<file path="src/rtl/wdg_pkg.sv">
package wdg_pkg;
  localparam int MIN_SHIFT    = 2;
  localparam int MAX_PSC_CODE = 6;
  localparam int DIV_W        = MIN_SHIFT + MAX_PSC_CODE;

  localparam logic [15:0] KEY_UNLOCK  = 16'h5555;
  localparam logic [15:0] KEY_START   = 16'hCCCC;
  localparam logic [15:0] KEY_REFRESH = 16'hAAAA;

  typedef enum logic [1:0] {
    SEL_KEY  = 2'd0,
    SEL_PSC  = 2'd1,
    SEL_RLD  = 2'd2,
    SEL_STAT = 2'd3
  } reg_sel_e;

  // Last divider count for a prescaler code: 4*2^n - 1, saturating at code 6.
  function automatic logic [DIV_W-1:0] div_last(input logic [2:0] code);
    int sh;
    sh = MIN_SHIFT + ((int'(code) > MAX_PSC_CODE) ? MAX_PSC_CODE : int'(code));
    return DIV_W'((1 << sh) - 1);
  endfunction
endpackage

</file>
<file path="src/rtl/wdg_keyctl.sv">
module wdg_keyctl
  import wdg_pkg::*;
(
  input  logic        clk,
  input  logic        rst_n,
  input  logic        key_wr,
  input  logic [15:0] key_val,
  output logic        unlocked,
  output logic        running,
  output logic        start_stb,
  output logic        refresh_stb
);
  assign start_stb   = key_wr && (key_val == KEY_START) && !running;
  assign refresh_stb = key_wr && (key_val == KEY_REFRESH) && running;

  always_ff @(posedge clk) begin
    if (!rst_n) begin
      unlocked <= 1'b0;
      running  <= 1'b0;
    end else begin
      if (key_wr) unlocked <= (key_val == KEY_UNLOCK);
      if (start_stb) running <= 1'b1;
    end
  end

  p_unlock_grant_r2: assert property (@(posedge clk) disable iff (!rst_n)
    (key_wr && key_val == KEY_UNLOCK) |=> unlocked);
  p_unlock_revoke_r2: assert property (@(posedge clk) disable iff (!rst_n)
    (key_wr && key_val != KEY_UNLOCK) |=> !unlocked);
  p_run_sticky_r9: assert property (@(posedge clk) disable iff (!rst_n)
    running |=> running);
endmodule

</file>
<file path="src/rtl/wdg_shadow.sv">
module wdg_shadow #(
  parameter int          W          = 12,
  parameter logic [W-1:0] RST_VAL   = '0,
  parameter int          SYNC_TICKS = 5
) (
  input  logic         clk,
  input  logic         rst_n,
  input  logic         lsclk_en,
  input  logic         wr,
  input  logic         allow,
  input  logic [W-1:0] wdata,
  output logic [W-1:0] shadow,
  output logic [W-1:0] active,
  output logic         pending
);
  localparam int SC_W = $clog2(SYNC_TICKS + 1);

  logic [SC_W-1:0] scnt;
  logic            accept;
  logic            land;

  assign accept = wr && allow;
  assign land   = pending && lsclk_en && (scnt == SC_W'(1)) && !accept;

  always_ff @(posedge clk) begin
    if (!rst_n) begin
      shadow  <= RST_VAL;
      active  <= RST_VAL;
      pending <= 1'b0;
      scnt    <= '0;
    end else if (accept) begin
      shadow  <= wdata;
      pending <= 1'b1;
      scnt    <= SC_W'(SYNC_TICKS);
    end else if (land) begin
      active  <= shadow;
      pending <= 1'b0;
      scnt    <= '0;
    end else if (pending && lsclk_en) begin
      scnt <= scnt - SC_W'(1);
    end
  end

  p_locked_ignored_r3: assert property (@(posedge clk) disable iff (!rst_n)
    !accept |=> $stable(shadow));
  p_flag_sets_r4: assert property (@(posedge clk) disable iff (!rst_n)
    accept |=> pending);
  p_active_hold_r4: assert property (@(posedge clk) disable iff (!rst_n)
    !pending |=> $stable(active));
endmodule

</file>
<file path="src/rtl/wdg_downcnt.sv">
module wdg_downcnt
  import wdg_pkg::*;
#(
  parameter int RLD_W = 12
) (
  input  logic             clk,
  input  logic             rst_n,
  input  logic             run,
  input  logic             load,
  input  logic             lsclk_en,
  input  logic [2:0]       psc_code,
  input  logic [RLD_W-1:0] reload_val,
  output logic             rst_req
);
  logic [DIV_W-1:0] divcnt;
  logic [RLD_W-1:0] cnt;
  logic [DIV_W-1:0] last;
  logic             tick;
  logic             underflow;

  assign last      = div_last(psc_code);
  assign tick      = run && lsclk_en && (divcnt >= last);
  assign underflow = tick && (cnt == '0);

  always_ff @(posedge clk) begin
    if (!rst_n) begin
      divcnt  <= '0;
      cnt     <= '0;
      rst_req <= 1'b0;
    end else if (load) begin
      divcnt  <= '0;
      cnt     <= reload_val;
      rst_req <= 1'b0;
    end else begin
      rst_req <= underflow;
      if (tick) begin
        divcnt <= '0;
        cnt    <= underflow ? reload_val : cnt - RLD_W'(1);
      end else if (run && lsclk_en) begin
        divcnt <= divcnt + DIV_W'(1);
      end
    end
  end

  p_pulse_single_r7: assert property (@(posedge clk) disable iff (!rst_n)
    rst_req |=> !rst_req);
  p_idle_quiet_r10: assert property (@(posedge clk) disable iff (!rst_n)
    !run |-> !rst_req);
  p_refresh_wins_r8: assert property (@(posedge clk) disable iff (!rst_n)
    load |=> !rst_req);
endmodule

</file>
<file path="src/rtl/keyed_watchdog.sv">
module keyed_watchdog
  import wdg_pkg::*;
#(
  parameter int RLD_W      = 12,
  parameter int PSC_W      = 3,
  parameter int SYNC_TICKS = 5,
  parameter int ADDR_W     = 4
) (
  input  logic              clk,
  input  logic              rst_n,
  input  logic              lsclk_en,
  input  logic              bus_sel,
  input  logic              bus_wr,
  input  logic [ADDR_W-1:0] bus_addr,
  input  logic [31:0]       bus_wdata,
  output logic [31:0]       bus_rdata,
  output logic              rst_req
);
  reg_sel_e         sel;
  logic             wr_any;
  logic             key_wr, psc_wr, rld_wr;
  logic             unlocked, running, start_stb, refresh_stb;
  logic [PSC_W-1:0] psc_shadow, psc_active;
  logic [RLD_W-1:0] rld_shadow, rld_active;
  logic             psc_pend, rld_pend;

  assign sel    = reg_sel_e'(bus_addr[3:2]);
  assign wr_any = bus_sel && bus_wr;
  assign key_wr = wr_any && (sel == SEL_KEY);
  assign psc_wr = wr_any && (sel == SEL_PSC);
  assign rld_wr = wr_any && (sel == SEL_RLD);

  wdg_keyctl u_key (
    .clk(clk), .rst_n(rst_n), .key_wr(key_wr), .key_val(bus_wdata[15:0]),
    .unlocked(unlocked), .running(running),
    .start_stb(start_stb), .refresh_stb(refresh_stb)
  );

  wdg_shadow #(.W(PSC_W), .RST_VAL('0), .SYNC_TICKS(SYNC_TICKS)) u_psc (
    .clk(clk), .rst_n(rst_n), .lsclk_en(lsclk_en), .wr(psc_wr), .allow(unlocked),
    .wdata(bus_wdata[PSC_W-1:0]), .shadow(psc_shadow), .active(psc_active),
    .pending(psc_pend)
  );

  wdg_shadow #(.W(RLD_W), .RST_VAL({RLD_W{1'b1}}), .SYNC_TICKS(SYNC_TICKS)) u_rld (
    .clk(clk), .rst_n(rst_n), .lsclk_en(lsclk_en), .wr(rld_wr), .allow(unlocked),
    .wdata(bus_wdata[RLD_W-1:0]), .shadow(rld_shadow), .active(rld_active),
    .pending(rld_pend)
  );

  wdg_downcnt #(.RLD_W(RLD_W)) u_cnt (
    .clk(clk), .rst_n(rst_n), .run(running), .load(start_stb || refresh_stb),
    .lsclk_en(lsclk_en), .psc_code(3'(psc_active)), .reload_val(rld_active),
    .rst_req(rst_req)
  );

  always_comb begin
    unique case (sel)
      SEL_PSC:  bus_rdata = 32'(psc_shadow);
      SEL_RLD:  bus_rdata = 32'(rld_shadow);
      SEL_STAT: bus_rdata = {30'b0, rld_pend, psc_pend};
      default:  bus_rdata = 32'b0;
    endcase
  end

  p_start_runs_r5: assert property (@(posedge clk) disable iff (!rst_n)
    start_stb |=> running);
  p_no_key_stop_r9: assert property (@(posedge clk) disable iff (!rst_n)
    (running && key_wr) |=> running);
endmodule

</file>
<file path="config.mk">
export PLATFORM = sky130hd
export DESIGN_NAME = keyed_watchdog
export DESIGN_NICKNAME = d
export VERILOG_FILES = /design/src/rtl/wdg_pkg.sv /design/src/rtl/wdg_keyctl.sv /design/src/rtl/wdg_shadow.sv /design/src/rtl/wdg_downcnt.sv /design/src/rtl/keyed_watchdog.sv
export SDC_FILE = /design/constraint.sdc
export NUM_CORES = 1
export LEC_CHECK = 0
export ABC_AREA = 1
export BUFFER_PORTS_ARGS = -buffer_cell sky130_fd_sc_hd__buf_2
export CAP_MARGIN = 20
export CELL_PAD_IN_SITES_DETAIL_PLACEMENT = 1
export CELL_PAD_IN_SITES_GLOBAL_PLACEMENT = 2
export CORE_MARGIN = 4
export CORE_UTILIZATION = 30
export DETAILED_ROUTE_END_ITERATION = 16
export PLACE_DENSITY_LB_ADDON = 0.05
export SLEW_MARGIN = 25
export SYNTH_ARGS = -nofsm -noshare
export SYNTH_HDL_FRONTEND = slang
export SYNTH_SLANG_ARGS = --single-unit
</file>
<file path="constraint.sdc">
create_clock -name clk -period 2.8 [get_ports clk]
set_clock_uncertainty 0.1 [all_clocks]
set_input_delay 0.56 -clock clk [delete_from_list [all_inputs] [get_ports clk]]
set_output_delay 0.56 -clock clk [all_outputs]
set_load 0.02 [all_outputs]
</file>
# --- Yosys cells after proc, flatten, opt, wreduce, memory -nomap -nowiden ---
# Index checks and enable logic that the tools add are counted.
op_classes:
  add_sub_neg: 6
  n_lt_le_gt_ge: 2
  eq_ne: 8
  shifts: 1
  n_mux: 15
  bitwise_logic: 3
  reduce_logical: 36
op_table:
  columns: ["cell", "n"]
  rows:
  - ["12-bit two-way mux", 3]
  - ["12-bit one-hot mux with 3 select lines", 1]
  - ["3-bit by 32-bit adder with 32-bit output (first input constant)", 1]
  - ["16-bit equality test (second input constant)", 2]
  - ["1-bit by 32-bit << shifter with 8-bit output (first input constant)", 1]
  - ["3-bit two-way mux", 7]
  - ["1-bit logical AND", 19]
  - ["16-bit by 15-bit equality test with 1-bit output (second input constant)", 1]
  - ["12-bit logical NOT", 1]
  - ["12-bit by 1-bit subtractor with 12-bit output (second input constant)", 1]
  - ["3-bit OR reduction", 3]
  - ["8-bit by 1-bit adder with 8-bit output (second input constant)", 1]
  - ["8-bit greater-or-equal comparator", 1]
  - ["8-bit by 2-bit subtractor with 8-bit output (second input constant)", 1]
  - ["3-bit by 1-bit equality test with 1-bit output (second input constant)", 2]
  - ["2-bit nonzero test", 3]
  - ["3-bit nonzero test", 2]
  - ["3-bit by 1-bit subtractor with 3-bit output (second input constant)", 2]
  - ["2-bit equality test (second input constant)", 2]
  - ["1-bit two-way mux", 4]
  - ["2-bit AND reduction", 2]
  - ["3-bit > comparator (second input constant)", 1]
  - ["1-bit logical NOT", 3]
  - ["1-bit NOT", 3]
  - ["other kinds (4)", 4]
word_totals:
  regBits: 61
  elab_cells: 86

# --- Depth between registers and ports, before layout ---
# Gate-level depths: netlist of the first run.
depth:
  word_depth: 11
  depth_mapped: 16
  depth_no_buf: 15

# --- Cells and area by module ---
# A second synthesis of the first run with hierarchy kept.
unflattened:
  cells_unflattened: 594
  area_unflattened_um2: 3912.5
modules_own_cells:
  columns: ["module", "instances", "cells_each", "area_per_inst_um2"]
  rows:
  - ["wdg_downcnt", 1, 247, 1667.8]
  - ["wdg_shadow at u_rld", 1, 162, 1147.4]
  - ["wdg_shadow at u_psc", 1, 76, 508.0]
  - ["keyed_watchdog", 1, 59, 327.8]
  - ["wdg_keyctl", 1, 50, 261.5]

# --- Worst setup path after synthesis of the first run ---
# OpenSTA, ideal clock, no wires.
synth_timing:
  path_type: "register -> register"
  start: "reg u_psc.active[1]"
  end: "reg u_cnt.cnt[0]"
  t_arrival_ns: 2.103
  slack_ns: 0.484
  stages_incl_launch_ff: 15
  n_path_buf: 1
  period_less_slack_ns: 2.316
  cell_sequence: "dfxtp_1 > inv_1 > ha_1 > nand4_1 > xnor2_1 > ha_1 > nand2_1 > inv_1 > a21oi_1 > a21oi_1 > nor2_4 > nor2_4 > buf_6 > nand3_1 > nand2_1"
synth_between:
  elab_chain_cells: 11
synth_rtl:
  columns: ["item", "line_no", "rtl"]
  rows:
  - ["start: declaration", "wdg_shadow.sv:13", "output logic [W-1:0] active,"]
  - ["start signal: assignment", "wdg_shadow.sv:36", "active <= shadow;"]
  - ["3-bit > comparator", "wdg_pkg.sv:20", "sh = MIN_SHIFT + ((int'(code) > MAX_PSC_CODE) ? MAX_PSC_CODE : int'(code));"]
  - ["3-bit two-way mux (*)", "wdg_pkg.sv:20", null]
  - ["3-bit by 32-bit adder with 32-bit output (*)", "wdg_pkg.sv:20", null]
  - ["1-bit by 32-bit << shifter with 8-bit output (*)", "wdg_pkg.sv:21", "return DIV_W'((1 << sh) - 1);"]
  - ["8-bit by 2-bit subtractor with 8-bit output (*)", "wdg_pkg.sv:21", null]
  - ["8-bit greater-or-equal comparator (*)", "wdg_downcnt.sv:22", "assign tick = run && lsclk_en && (divcnt >= last);"]
  - ["1-bit logical AND (*)", "wdg_downcnt.sv:22", null]
  - ["1-bit logical AND", "wdg_downcnt.sv:23", "assign underflow = tick && (cnt == '0);"]
  - ["12-bit two-way mux", "wdg_downcnt.sv:38", "cnt <= underflow ? reload_val : cnt - RLD_W'(1);"]
  - ["12-bit two-way mux", "wdg_downcnt.sv:36", "if (tick) begin"]
  - ["12-bit two-way mux", "wdg_downcnt.sv:30", "end else if (load) begin"]
  - ["end signal: assignment", "wdg_downcnt.sv:32", "cnt <= reload_val;"]
  - ["end signal: assignment", "wdg_downcnt.sv:38", null]
  - ["end: declaration", "wdg_downcnt.sv:16", "logic [RLD_W-1:0] cnt;"]
# Every way passes the cells marked *; elsewhere a longest branch is shown, timed or not. The select of a mux whose other input is x is not followed.
# A chain may end at the register's enable or synchronous reset.

# --- Worst setup path after layout of the first run ---
layout_timing:
  start: "reg u_psc.active[2]"
  end: "reg u_cnt.cnt[2]"
# The elaborated chain is that of the path after synthesis.

==> metrics.md, run 1 <==
| Metric | Value |
|---|---|
| Critical path startpoint category | flip-flop |
| Initial antenna violation count | 0 |
| Placed cells | 705 |
| Detailed-route DRC error count | 0 |
| Synthesized cell area | 0.003646 mm² |
| Core Region | 0.01196 mm² |
| Synth unique cells | 32 |
| Most frequent standard cell in the layout excluding fill and tap cells | nand2_1 |
| Average size of a mapped cell | 6.892 µm² |
| Layout Cells excl Fill | 723 |
| Port bufs | 35 |
| NumNets Final | 630 |
| Fin Setup TNS | 0 ns |
| Synthesis-stage register bit count | 61 |
| Outcome | finished, final reports clean |
| Ports | 74 |
| Max cap viols | 0 |
| Via count of the routed design | 3327 |
| CTS tree | done |
| Final Wtd Congestion | 0.7932 |
| Slowest-stage cell, CP | dfxtp_1 |
| Total Wirelength | 9721 µm |
| Vias in the first global route | 3363 |
| Initial Util | 30.48% |
| Die Wd | 118.2 µm |
| Hold path start | u_psc.shadow[2] |
| Hold_ws | 0.3732 ns |
| Utilization after layout | 35.23% |
| Pre-antenna DRT Iters | 4 |
| Synth top area cells | dfxtp_1 33%, nand2_1 11%, inv_1 8.8% |
| Most frequent cells in the layout | 102 x nand2_1, 85 x inv_1, 69 x nor2_1, 61 x nand3_1, 61 x dfxtp_1 |
| Vias per Instance | 4.602 |
| Final Critical Period | 2.498 ns |
| Worst flop-to-flop path startpoint | u_psc.active[2] |
| Fin. Hold Viols | 0 |
| Clock latency on the worst-skew pair | 0.33 ns |
| Sink Count | 61 |
| FMAX | 400.4 MHz |
| H-tree depth | 3 |
| Die area | 0.01398 mm² |
| YS warnings | 0 |
| Area leader, netlist | dfxtp_1 |
| PD cells | 476.0 mW/mm² |
| Deepest clock path buffer count | 2 |
| Dpl ws | 0.1718 ns |
| Worst vdd ir | 0.0002024 V |
| Tcrit/Tclk final | 89.20% |
| Root Driver | clkbuf_16 |
| HP Class | reg -> reg |
| Top cell by count, worst path | nand2_1 |
| CP required | 2.97 ns |
| Routed len/inst | 13.45 µm |
| Row cnt | 40 |
| Setup WS post-layout | 0.3023 ns |
| Fill cell count | 1542 |
| Area delta synth->final | 15.58% |
| Largest net degree at the start of global routing | 24 |
| DP Wirelength | 7651 µm |
| Layout cells sized above 1 | 14.58% |
| Post-synthesis sequential area ratio | 33.49% |
| WHS Path Cells | 2 |
| ANT cells | 0 |
| Crit path max fanout | 6 |
| Leakage | 2.195 nW |
| R2R depth | 14 |
| Mapped Cells | 529 |
| Max Slew Vio Count | 0 |
| First-pass GRT wire length | 16470 µm |
| FF-to-FF End | u_cnt.cnt[2] |
| R2R setup slack | 0.30 ns |
| Crit path arrival time | 2.67 ns |
| Total gr overflow | 0 |
| GRT Overall Usage | 14.44% |
| CP Class | reg -> reg |
| Num CTS Buffers | 9 |
| Slowest stage delay, CP | 0.37 ns |
| Synth top area share | 33.49% |
| Clock transition at path regs | 0.05 ns |
| Crit-path cells | inv_1 -> ha_1 -> nand4_1 -> xnor2_1 -> ha_1 -> nand2_1 -> nor2_1 -> nand2_1 -> a21oi_2 -> nor2_4 -> nor2_4 -> buf_4 -> nand3_1 -> nand2_1 |
| Drt initial violations | 118 |
| Setup crit end kind | flip-flop |
| RSZ-0062 raised after global routing | no |
| Antenna viol nets, final | 0 |
| Hold endpoint | u_psc.shadow[2] |
| Die Y | 118.2 µm |
| Final setup violation count | 0 |
==> what timing repair did <==
action	4_1_cts	5_1_grt
hold buffers	0	0
resized for setup	0	2
hold endpoints to repair	0	0
setup buffers	0	3
endpoints found under the setup margin	0	12
==> worst max-delay path by stage <==
stage                                from             to  slack (ns)  depth (start not counted)
after floorplan           u_psc.active[1]   u_cnt.cnt[0]        0.48                         14
after global placement    u_psc.active[2]  u_cnt.cnt[11]        0.21                         13
after detailed placement  u_psc.active[2]  u_cnt.cnt[10]        0.17                         13
after CTS                 u_psc.active[2]   u_cnt.cnt[1]        0.14                         13
after global routing      u_psc.active[2]   u_cnt.cnt[0]        0.01                         14
final                     u_psc.active[2]   u_cnt.cnt[2]        0.30                         14
==> Yosys cell counts <==
cell type  number
nand2_1       102
inv_1          85
nor2_1         69
dfxtp_1        61
nand3_1        61
buf_4          22
ha_1           17
a21oi_1        13
o221ai_1       12
o211ai_1       11
o21ai_0         9
clkbuf_1        8
xnor2_1         8
nand2_2         7
xor2_1          6
nor3_1          5
a211oi_1        4
nand4_1         4
nor2_2          4
nor2_4          4
nand3_2         3
buf_2           2
buf_6           2
nand3b_1        2
a2111oi_0       1
a2111oi_2       1
clkinv_1        1
conb_1          1
inv_2           1
nor3b_2         1
nor4_1          1
o21ai_1         1
==> critical path, delay by kind of cell, from the launching register on <==
kind	cells	cell delay, ns
AO/OA/AOI/OAI	1	0.20
XOR/XNOR	1	0.15
adder cells (fa/ha/maj)	2	0.59
buffers and inverters	2	0.27
flip-flops	1	0.37
AND/OR/NAND/NOR	8	0.75
==> through the flow <==
stage | cell area, µm² | power [W]
finish | 4214 | 0.002006
global route | 4214 | 0.002099
CTS | 4184 | 0.002036
detailed placement | 3916 | 0.001016
global placement | 3916 | 0.001016
floorplan | 3717 | 0.0009867
==> final cells by class <==
type	instances	area [µm²]	area share [%]
clock buffers	11	242.7	5.760
clock inverters	4	25.02	0.5938
inverters	87	326.6	7.749
multi-input cells	366	1949	46.26
flip-flops and latches	61	1221	28.98
well taps	147	183.9	4.365
repair buffers	47	265.3	6.295
==> cells by family (layout without fill, tap and decap cells) <==
logic type,count (synthesis),after routing,synth area share [%]
other cells,1,20,0.1029
compound gates,52,52,9.780
flops,61,61,33.49
buf+inv,121,149,15.20
xor+xnor,14,14,3.363
simple gates,263,263,32.22
fa+ha+maj,17,17,5.834
==> layer usage <==
metal | GRT usage [%] | vias up | share of wire [%] | wire length [µm]
met5 | 0 | - | 0 | 0
met4 | 5.055 | 0 | 1.6 | 159
met3 | 2.919 | 12 | 2.7 | 266
met2 | 23.51 | 47 | 46 | 4462
met1 | 18.97 | 1530 | 50 | 4832
li1 | - | 1738 | - | -
==> state kept, by name, summed over array words and instances (netlist names) <==
signal / flops
u_cnt.cnt: 12
u_rld.active: 12
u_rld.shadow: 12
u_cnt.divcnt: 8
u_psc.active: 3
u_psc.scnt: 3
u_psc.shadow: 3
u_rld.scnt: 3
u_cnt.rst_req: 1
u_key.running: 1
u_key.unlocked: 1
u_psc.pending: 1
u_rld.pending: 1
==> power breakdown <==
part            switching (W)  internal (W)  total (W)  leakage, nW
Clock                0.000396      0.000614    0.00101        0.127
Sequential     0.000000000585      0.000869   0.000869        0.492
Combinational       0.0000962     0.0000314   0.000128         1.58
No activity file was read; power rests on OpenSTA's default activity.
==> run 2: changes to the inputs <==
--- a/config.mk
+++ b/config.mk
@@ -5,13 +5,12 @@
 export SDC_FILE = /design/constraint.sdc
 export NUM_CORES = 1
 export LEC_CHECK = 0
-export ABC_AREA = 1
 export BUFFER_PORTS_ARGS = -buffer_cell sky130_fd_sc_hd__buf_2
 export CAP_MARGIN = 20
 export CELL_PAD_IN_SITES_DETAIL_PLACEMENT = 1
 export CELL_PAD_IN_SITES_GLOBAL_PLACEMENT = 2
 export CORE_MARGIN = 4
-export CORE_UTILIZATION = 30
+export CORE_UTILIZATION = 32
 export DETAILED_ROUTE_END_ITERATION = 16
 export PLACE_DENSITY_LB_ADDON = 0.05
 export SLEW_MARGIN = 25
==> run 2 against run 1 <==
Global-route usage grew 1.6 points. Core utilization grew 5.6 points. Worst setup slack lost 0.29 ns. Via count shrank 14%. Total power shrank 9.2%. Non-clock buffer count grew 18. Fmax shrank 11%. Critical path depth shrank 1. Sequential share of layout area grew 1.3 points. Cell area shrank 4.1%. Die area shrank 14%. Final cell count shrank 18%. Critical path type unchanged. Critical endpoint unchanged. Largest cell class unchanged. Highest routed layer unchanged.
==> metrics.md, run 2 <==
| Metric | Value |
|---|---|
| Crit path max fanout | 7 (+1) |
| Slew margin rel. | 62.38% |
| Die area | 0.01205 mm² (-14%) |
| Post-synthesis mux area share | 3.700% (+3.7 points) |
| CTS tree | done |
| RSZ-0062 raised after global routing | yes |
| Final setup violation count | 0 (unchanged) |
| Most frequent standard cell in the layout excluding fill and tap cells | dfxtp_1 |
| Most frequent cells in the layout | 59 x dfxtp_1, 57 x nand2_1, 35 x buf_2, 34 x nor2_1, 31 x nand3_1 |
| Critical Path Source | u_psc.active[1] |
| Largest family of logic cells by synthesized area | simple AND/OR/NAND/NOR gates |
| Total gr overflow | 0 (unchanged) |
| Root Driver | clkbuf_8 |
| Max Slew Vio Count | 0 (unchanged) |
| Hold path start | bus_wdata[9] |
| Total Wirelength | 8730 µm (-10%) |
| Antenna viol nets, final | 0 (unchanged) |
| Clock transition at path regs | 0.07 ns (+0.02 ns) |
| Worst flop-to-flop path startpoint | u_psc.active[1] |
| Count leader, synth | dfxtp_1 |
| Area delta synth->final | 21.93% |
| Post-synth EDFFs | 0 (unchanged) |
| DP Wirelength | 6706 µm (-12%) |
| Average size of a mapped cell | 8.349 µm² (+21%) |
| Clock latency on the worst-skew pair | 0.34 ns (about the same) |
| Mapped Cells | 397 (-25%) |
| Final Wtd Congestion | 0.7896 (-0.45%) |
| CP required | 2.94 ns (-0.03 ns) |
| Fin Setup TNS | 0 ns (unchanged) |
| FMAX | 358.1 MHz (-11%) |
| First-pass GRT wire length | 14790 µm (-10%) |
| Hold_ws | 0.3544 ns (-0.01882 ns) |
| CP Class | reg -> reg |
| Initial antenna violation count | 0 (unchanged) |
| Vias per Instance | 4.825 (+4.9%) |
| Crit path arrival time | 2.93 ns (+0.26 ns) |
| Die Wd | 109.8 µm (-7.2%) |
| Detailed-route DRC error count | 0 (unchanged) |
| Largest net degree at the start of global routing | 20 (-17%) |
| Top delay family on crit path | compound AO/OA/AOI/OAI gates |
| Synth unique cells | 56 (+75%) |
| Ports | 74 (unchanged) |
| Crit-path cells | inv_2 -> ha_4 -> nor3b_4 -> xnor2_1 -> nor2_1 -> ha_1 -> nand4_1 -> o22ai_2 -> buf_4 -> a41oi_4 -> or3_4 -> o21ai_4 -> a221o_1 |
| H-tree depth | 3 (unchanged) |
| Ys async rst share | 0% (unchanged) |
| Num CTS Buffers | 9 (unchanged) |
| Initial Util | 33.45% (+3.0 points) |
| Sink Count | 61 (unchanged) |
| Drt initial violations | 89 (-25%) |
| Synth Area in Compound Gates | 12.08% (+2.3 points) |
| Max cap viols | 0 (unchanged) |
| Setup crit end kind | flip-flop |
| Tcrit/Tclk final | 99.73% (+11 points) |
| Post-synth top cells | 61 x dfxtp_1, 58 x nand2_1, 35 x nor2_1 |
| Placed cells | 573 (-19%) |
| NumNets Final | 514 (-18%) |
| Synth Flop Type | dfxtp_1 |
| Slowest stage delay, CP | 0.33 ns (-0.04 ns) |
| Area post-placement | 0.003697 mm² (-5.6%) |
| Deepest clock path buffer count | 2 (unchanged) |
| Post-synthesis sequential area ratio | 36.84% (+3.4 points) |
| Post-Synth Simple-Gate Area | 29.82% (-2.4 points) |
| Worst vdd ir | 0.0001675 V (-17%) |
| YS warnings | 0 (unchanged) |
| Largest registers | u_cnt.cnt x12, u_rld.active x12, u_rld.shadow x12 |
| Fin. Hold Viols | 0 (unchanged) |
| Outcome | finished, final reports clean |
| Final Critical Period | 2.793 ns (+0.2949 ns) |
| Post-synthesis xor/xnor area fraction | 2.643% (-0.72 points) |
| Synth top area cells | dfxtp_1 37%, nand2_1 6.6%, ha_1 6.4% |
| HP Class | in -> reg |
| Synth top area share | 36.84% (+3.4 points) |
| Area leader, netlist | dfxtp_1 |
| Buf+Inv Stages, Crit Path | 2 (unchanged) |
| PD cells | 450.5 mW/mm² (-5.4%) |
| Vias in the first global route | 2942 (-13%) |
| Routed len/inst | 14.70 µm (+9.3%) |
| Via count of the routed design | 2866 (-14%) |
| Die Y | 109.8 µm (-7.2%) |
| Layout Cells excl Fill | 594 (-18%) |
| Critical path startpoint category | flip-flop |
| Synthesis-stage register bit count | 61 (unchanged) |
| Layout cells sized above 1 | 23.64% (+9.1 points) |
| Row cnt | 36 (-10%) |
| Power Total | 0.001821 W (-9.2%) |
| GRT Overall Usage | 15.99% (+1.6 points) |
| Post-cts hold buffer count | 0 (unchanged) |
| Slowest-stage cell, CP | dfxtp_2 |
| Core Region | 0.009910 mm² (-17%) |
| Adder-Cell Fraction of Synth Area | 6.418% (+0.58 points) |
| Final instance area | 0.004041 mm² (-4.1%) |
| Synthesized cell area | 0.003314 mm² (-9.1%) |
| Leakage | 1.821 nW (-17%) |
| Pre-antenna DRT Iters | 4 (unchanged) |
| ANT cells | 0 (unchanged) |
| Slew @ Worst Pin | 0.5605 ns |
| Port bufs | 35 (unchanged) |
-- run 2: changes by cell type after synthesis, sizes merged, moves of 11 or more --
cell / before / now
nand2: 109 / 59
inv: 86 / 16
and2: 0 / 11
nor2: 77 / 36
nand3: 64 / 32
-- run 2: cell families after synthesis --
kind of cell	after synthesis
AOI/OAI and AO/OA	53
xor gates and xnor gates	10
adders and majority gates	17
buffers and inverters	52
DFF	61
muxes	12
other	1
and+or+nand+nor	191
-- run 2: timing repair --
action	in CTS	in global routing
setup buffers	3	2
setup endpoints to repair	20	20
pin swaps	4	11
gates resized for setup	8	12
gates cloned	0	0
-- run 2: tightest hold or removal path: stages --
cell and delay (ns):
buf_2 0.09, nand2_1 0.04, nand3_1 0.07
-- run 2: path summary, 6_finish.rpt --
| check | to | slack, ns | cells past startpoint |
|---|---|---|---|
| min | u_rld.shadow[9] | 0.35 | 3 |
| min reg2reg | u_cnt.cnt[0] | 0.36 | 1 |
| max | u_cnt.cnt[2] | 0.007 | 13 |
| max reg2reg | u_cnt.cnt[2] | 0.007 | 13 |
-- run 2: metrics by stage --
step,worst slack (ns),utilization (%)
floorplan,0.07043,-
global placement,-0.1115,37.31
detailed placement,-0.1895,37.31
CTS,0.003362,40.05
global route,-0.1663,40.78
finish,0.007449,40.78
-- run 2: final cells by class --
class,instances,area [µm²]
Inverter,16,60.06
Clock buffer,12,165.2
Fill cell,1219,5868
Multi-Input combinational cell,303,1973
Sequential cell,61,1224
Timing Repair Buffer,65,407.9
Clock inverter,4,45.04
Tap cell,133,166.4
-- run 2: power breakdown --
group / switching (W) / total (W) / internal, W
Clock: 0.000359 / 0.000838 / 0.000480
Combinational: 0.0000811 / 0.000115 / 0.0000344
Sequential: 0.000000000614 / 0.000867 / 0.000867
Total: 0.000440 / 0.00182 / 0.00138
-- run 2: layer usage --
| layer | share of wire (%) | routed length, µm | vias to the layer above | global-route usage (%) |
|---|---|---|---|---|
| li1 | - | - | 1473 | - |
| met2 | 44 | 3803 | 55 | 24.50 |
| met5 | 0 | 0 | - | 0 |
| met1 | 51 | 4482 | 1331 | 21.90 |
| met4 | 1.1 | 95 | 0 | 5.076 |
| met3 | 4.0 | 348 | 7 | 4.169 |
==> run 3: changes to the inputs <==
--- a/config.mk
+++ b/config.mk
@@ -12,7 +12,9 @@
 export CORE_MARGIN = 4
 export CORE_UTILIZATION = 32
 export DETAILED_ROUTE_END_ITERATION = 16
+export HOLD_SLACK_MARGIN = 0.15
 export PLACE_DENSITY_LB_ADDON = 0.05
+export RECOVER_POWER = 100
 export SLEW_MARGIN = 25
 export SYNTH_ARGS = -nofsm -noshare
 export SYNTH_HDL_FRONTEND = slang
==> run 3 against run 2 <==
The run now ends with setup timing left. Cell area is 0.68% lower. Fmax shrank 0.36%. Count of clock-buffer cells in the layout did not move. Highest routed layer unchanged. Critical endpoint unchanged. Global-route usage unchanged. Register-to-register slack about the same. Worst setup slack worse by 0.010 ns. Hold slack got worse by 0.0016 ns. First-iteration DRC count rose by 4.5%.
==> metrics.md, run 3 (synthesis gave the netlist of run 2 again) <==
| Metric | Value |
|---|---|
| Outcome | finished, violations left |
| Violated checks | setup timing |
| Initial antenna violation count | 0 (unchanged) |
| Vias per Instance | 4.832 (+0.14%) |
| Vias in the first global route | 2942 (unchanged) |
| Die Wd | 109.8 µm (unchanged) |
| Die Y | 109.8 µm (unchanged) |
| Max Slew Vio Count | 0 (unchanged) |
| Crit path max fanout | 7 (unchanged) |
| Total Wirelength | 8752 µm (+0.25%) |
| Slowest stage delay, CP | 0.33 ns (about the same) |
| Fill cell count | 1222 (+0.25%) |
| Crit-path cells | inv_2 -> ha_4 -> nor3b_4 -> xnor2_1 -> nor2_1 -> ha_1 -> nand4_1 -> o22ai_2 -> buf_4 -> a41oi_4 -> or3_4 -> o21ai_4 -> a221o_1 |
| Ports | 74 (unchanged) |
| Detailed-route DRC error count | 0 (unchanged) |
| Power Total | 0.001818 W (-0.18%) |
| Slew margin rel. | 51.52% (-11 points) |
| RSZ-0062 raised after global routing | yes |
| Fin Setup TNS | -0.002571 ns (-0.002571 ns) |
| Final setup violation count | 1 (+1) |
| Area delta synth->final | 21.10% |
| Largest registers | u_cnt.cnt x12, u_rld.active x12, u_rld.shadow x12 |
| Root Driver | clkbuf_8 |
| Final instance area | 0.004014 mm² (-0.68%) |
| Max cap viols | 0 (unchanged) |
| Clock latency on the worst-skew pair | 0.34 ns (about the same) |
| Final Critical Period | 2.803 ns (+0.01002 ns) |
| Total gr overflow | 0 (unchanged) |
| Drt initial violations | 93 (+4.5%) |
| First-pass GRT wire length | 14790 µm (unchanged) |
| Slowest-stage cell, CP | dfxtp_2 |
| Clock transition at path regs | 0.07 ns (about the same) |
| Final Wtd Congestion | 0.7896 (unchanged) |
| R2R setup slack | -0.003 ns (about the same) |
| CP required | 2.94 ns (about the same) |
| Initial Util | 33.45% (unchanged) |
| Slew @ Worst Pin | 0.7272 ns (+0.1667 ns) |
| Critical path startpoint category | flip-flop |
| Row cnt | 36 (unchanged) |
| Num CTS Buffers | 9 (unchanged) |
| Crit path arrival time | 2.94 ns (about the same) |
| Layout cells sized above 1 | 21.04% (-2.6 points) |
| DP Wirelength | 6706 µm (unchanged) |
| HP Class | in -> reg |
| GRT Overall Usage | 15.99% (unchanged) |
| Sink Count | 61 (unchanged) |
| Worst vdd ir | 0.0001676 V (about the same) |
| Antenna viol nets, final | 0 (unchanged) |
| Fin. Hold Viols | 0 (unchanged) |
| Routed len/inst | 14.73 µm (+0.25%) |
| Via count of the routed design | 2870 (+0.14%) |
| Setup crit end kind | flip-flop |
| H-tree depth | 3 (unchanged) |
| Placed cells | 573 (unchanged) |
| FMAX | 356.8 MHz (-0.36%) |
| Dpl ws | -0.1895 ns (unchanged) |
| Most frequent standard cell in the layout excluding fill and tap cells | dfxtp_1 |
| Setup WS post-layout | -0.002571 ns (-0.01002 ns) |
| CP Class | reg -> reg |
| ANT cells | 0 (unchanged) |
| Leakage | 1.772 nW (-2.7%) |
| Die area | 0.01205 mm² (unchanged) |
| NumNets Final | 514 (unchanged) |
| Layout Cells excl Fill | 594 (unchanged) |
| CTS tree | done |
| Most frequent cells in the layout | 59 x dfxtp_1, 57 x nand2_1, 34 x nor2_1, 31 x nand3_1, 28 x buf_2 |
| Port bufs | 35 (unchanged) |
| Area post-placement | 0.003697 mm² (unchanged) |
| Post-cts hold buffer count | 0 (unchanged) |
| Deepest clock path buffer count | 2 (unchanged) |
| Pre-antenna DRT Iters | 4 (unchanged) |
| Tcrit/Tclk final | 100.1% (+0.36 points) |
| Core Region | 0.009910 mm² (unchanged) |
| Largest net degree at the start of global routing | 20 (unchanged) |
| PD cells | 452.8 mW/mm² (+0.50%) |
## run 3: cell types whose count changed in the layout (fill, tap and decap cells not counted)
cell	previous run	this run
and2_0	0	7
clkbuf_1	0	12
and2_1	11	4
buf_4	28	23
buf_2	35	28
## run 3: where the power goes
group          total (W)  internal (W)   switching (W)  leakage (nW)
clock network   0.000837      0.000479        0.000358         0.112
registers       0.000867      0.000867  0.000000000617         0.493
logic           0.000113     0.0000320       0.0000812          1.17
## run 3: per-layer routing
metal | part of all wire [%] | wire length (µm) | global-route usage [%]
met5 | 0 | 0 | 0
met4 | 1.1 | 92 | 5.076
met3 | 3.9 | 342 | 4.169
met2 | 44 | 3813 | 24.50
met1 | 51 | 4504 | 21.90
## run 3: area by class of cell
cell class              instances  area, µm²  share of cell area, %
clock inverters                 4      45.04                  1.122
flip-flops and latches         61       1224                  30.49
clock buffers                  12      165.2                  4.115
multi-input cells             303       1973                  49.16
repair buffers                 65      380.4                  9.476
well taps                     133      166.4                  4.146
inverters                      16      60.06                  1.496
## run 3: worst paths after layout
check / to / from / depth (start not counted)
worst max-delay path: u_cnt.cnt[2] / u_psc.active[1] / 13
worst min-delay path: u_rld.shadow[9] / bus_wdata[9] / 3
worst max register to register: u_cnt.cnt[2] / u_psc.active[1] / 13
worst min register to register: u_cnt.cnt[0] / u_rld.active[0] / 1
## run 3: metrics by stage
step / utilization [%] / hold slack (ns)
global route: 40.51 / 0.3537
floorplan: - / 0.3261
finish: 40.51 / 0.3527
CTS: 40.05 / 0.3364
global placement: 37.31 / 0.3541
detailed placement: 37.31 / 0.3564
## run 3: critical path, delay by kind of cell (launching register included)
family	cells	cell delay [ns]
AND/OR/NAND/NOR	4	0.59
buffers and inverters	2	0.20
adder cells (fa/ha/maj)	2	0.58
XOR/XNOR	1	0.14
AO/OA/AOI/OAI	4	0.76
flip-flops	1	0.33
## run 3: what timing repair did
| action | 4_1_cts | 5_1_grt |
|---|---|---|
| setup buffers | 3 | 2 |
| gates resized for setup | 8 | 12 |
| hold endpoints to repair | 0 | 0 |
| pin swaps | 4 | 11 |
| setup endpoints to repair | 20 | 20 |
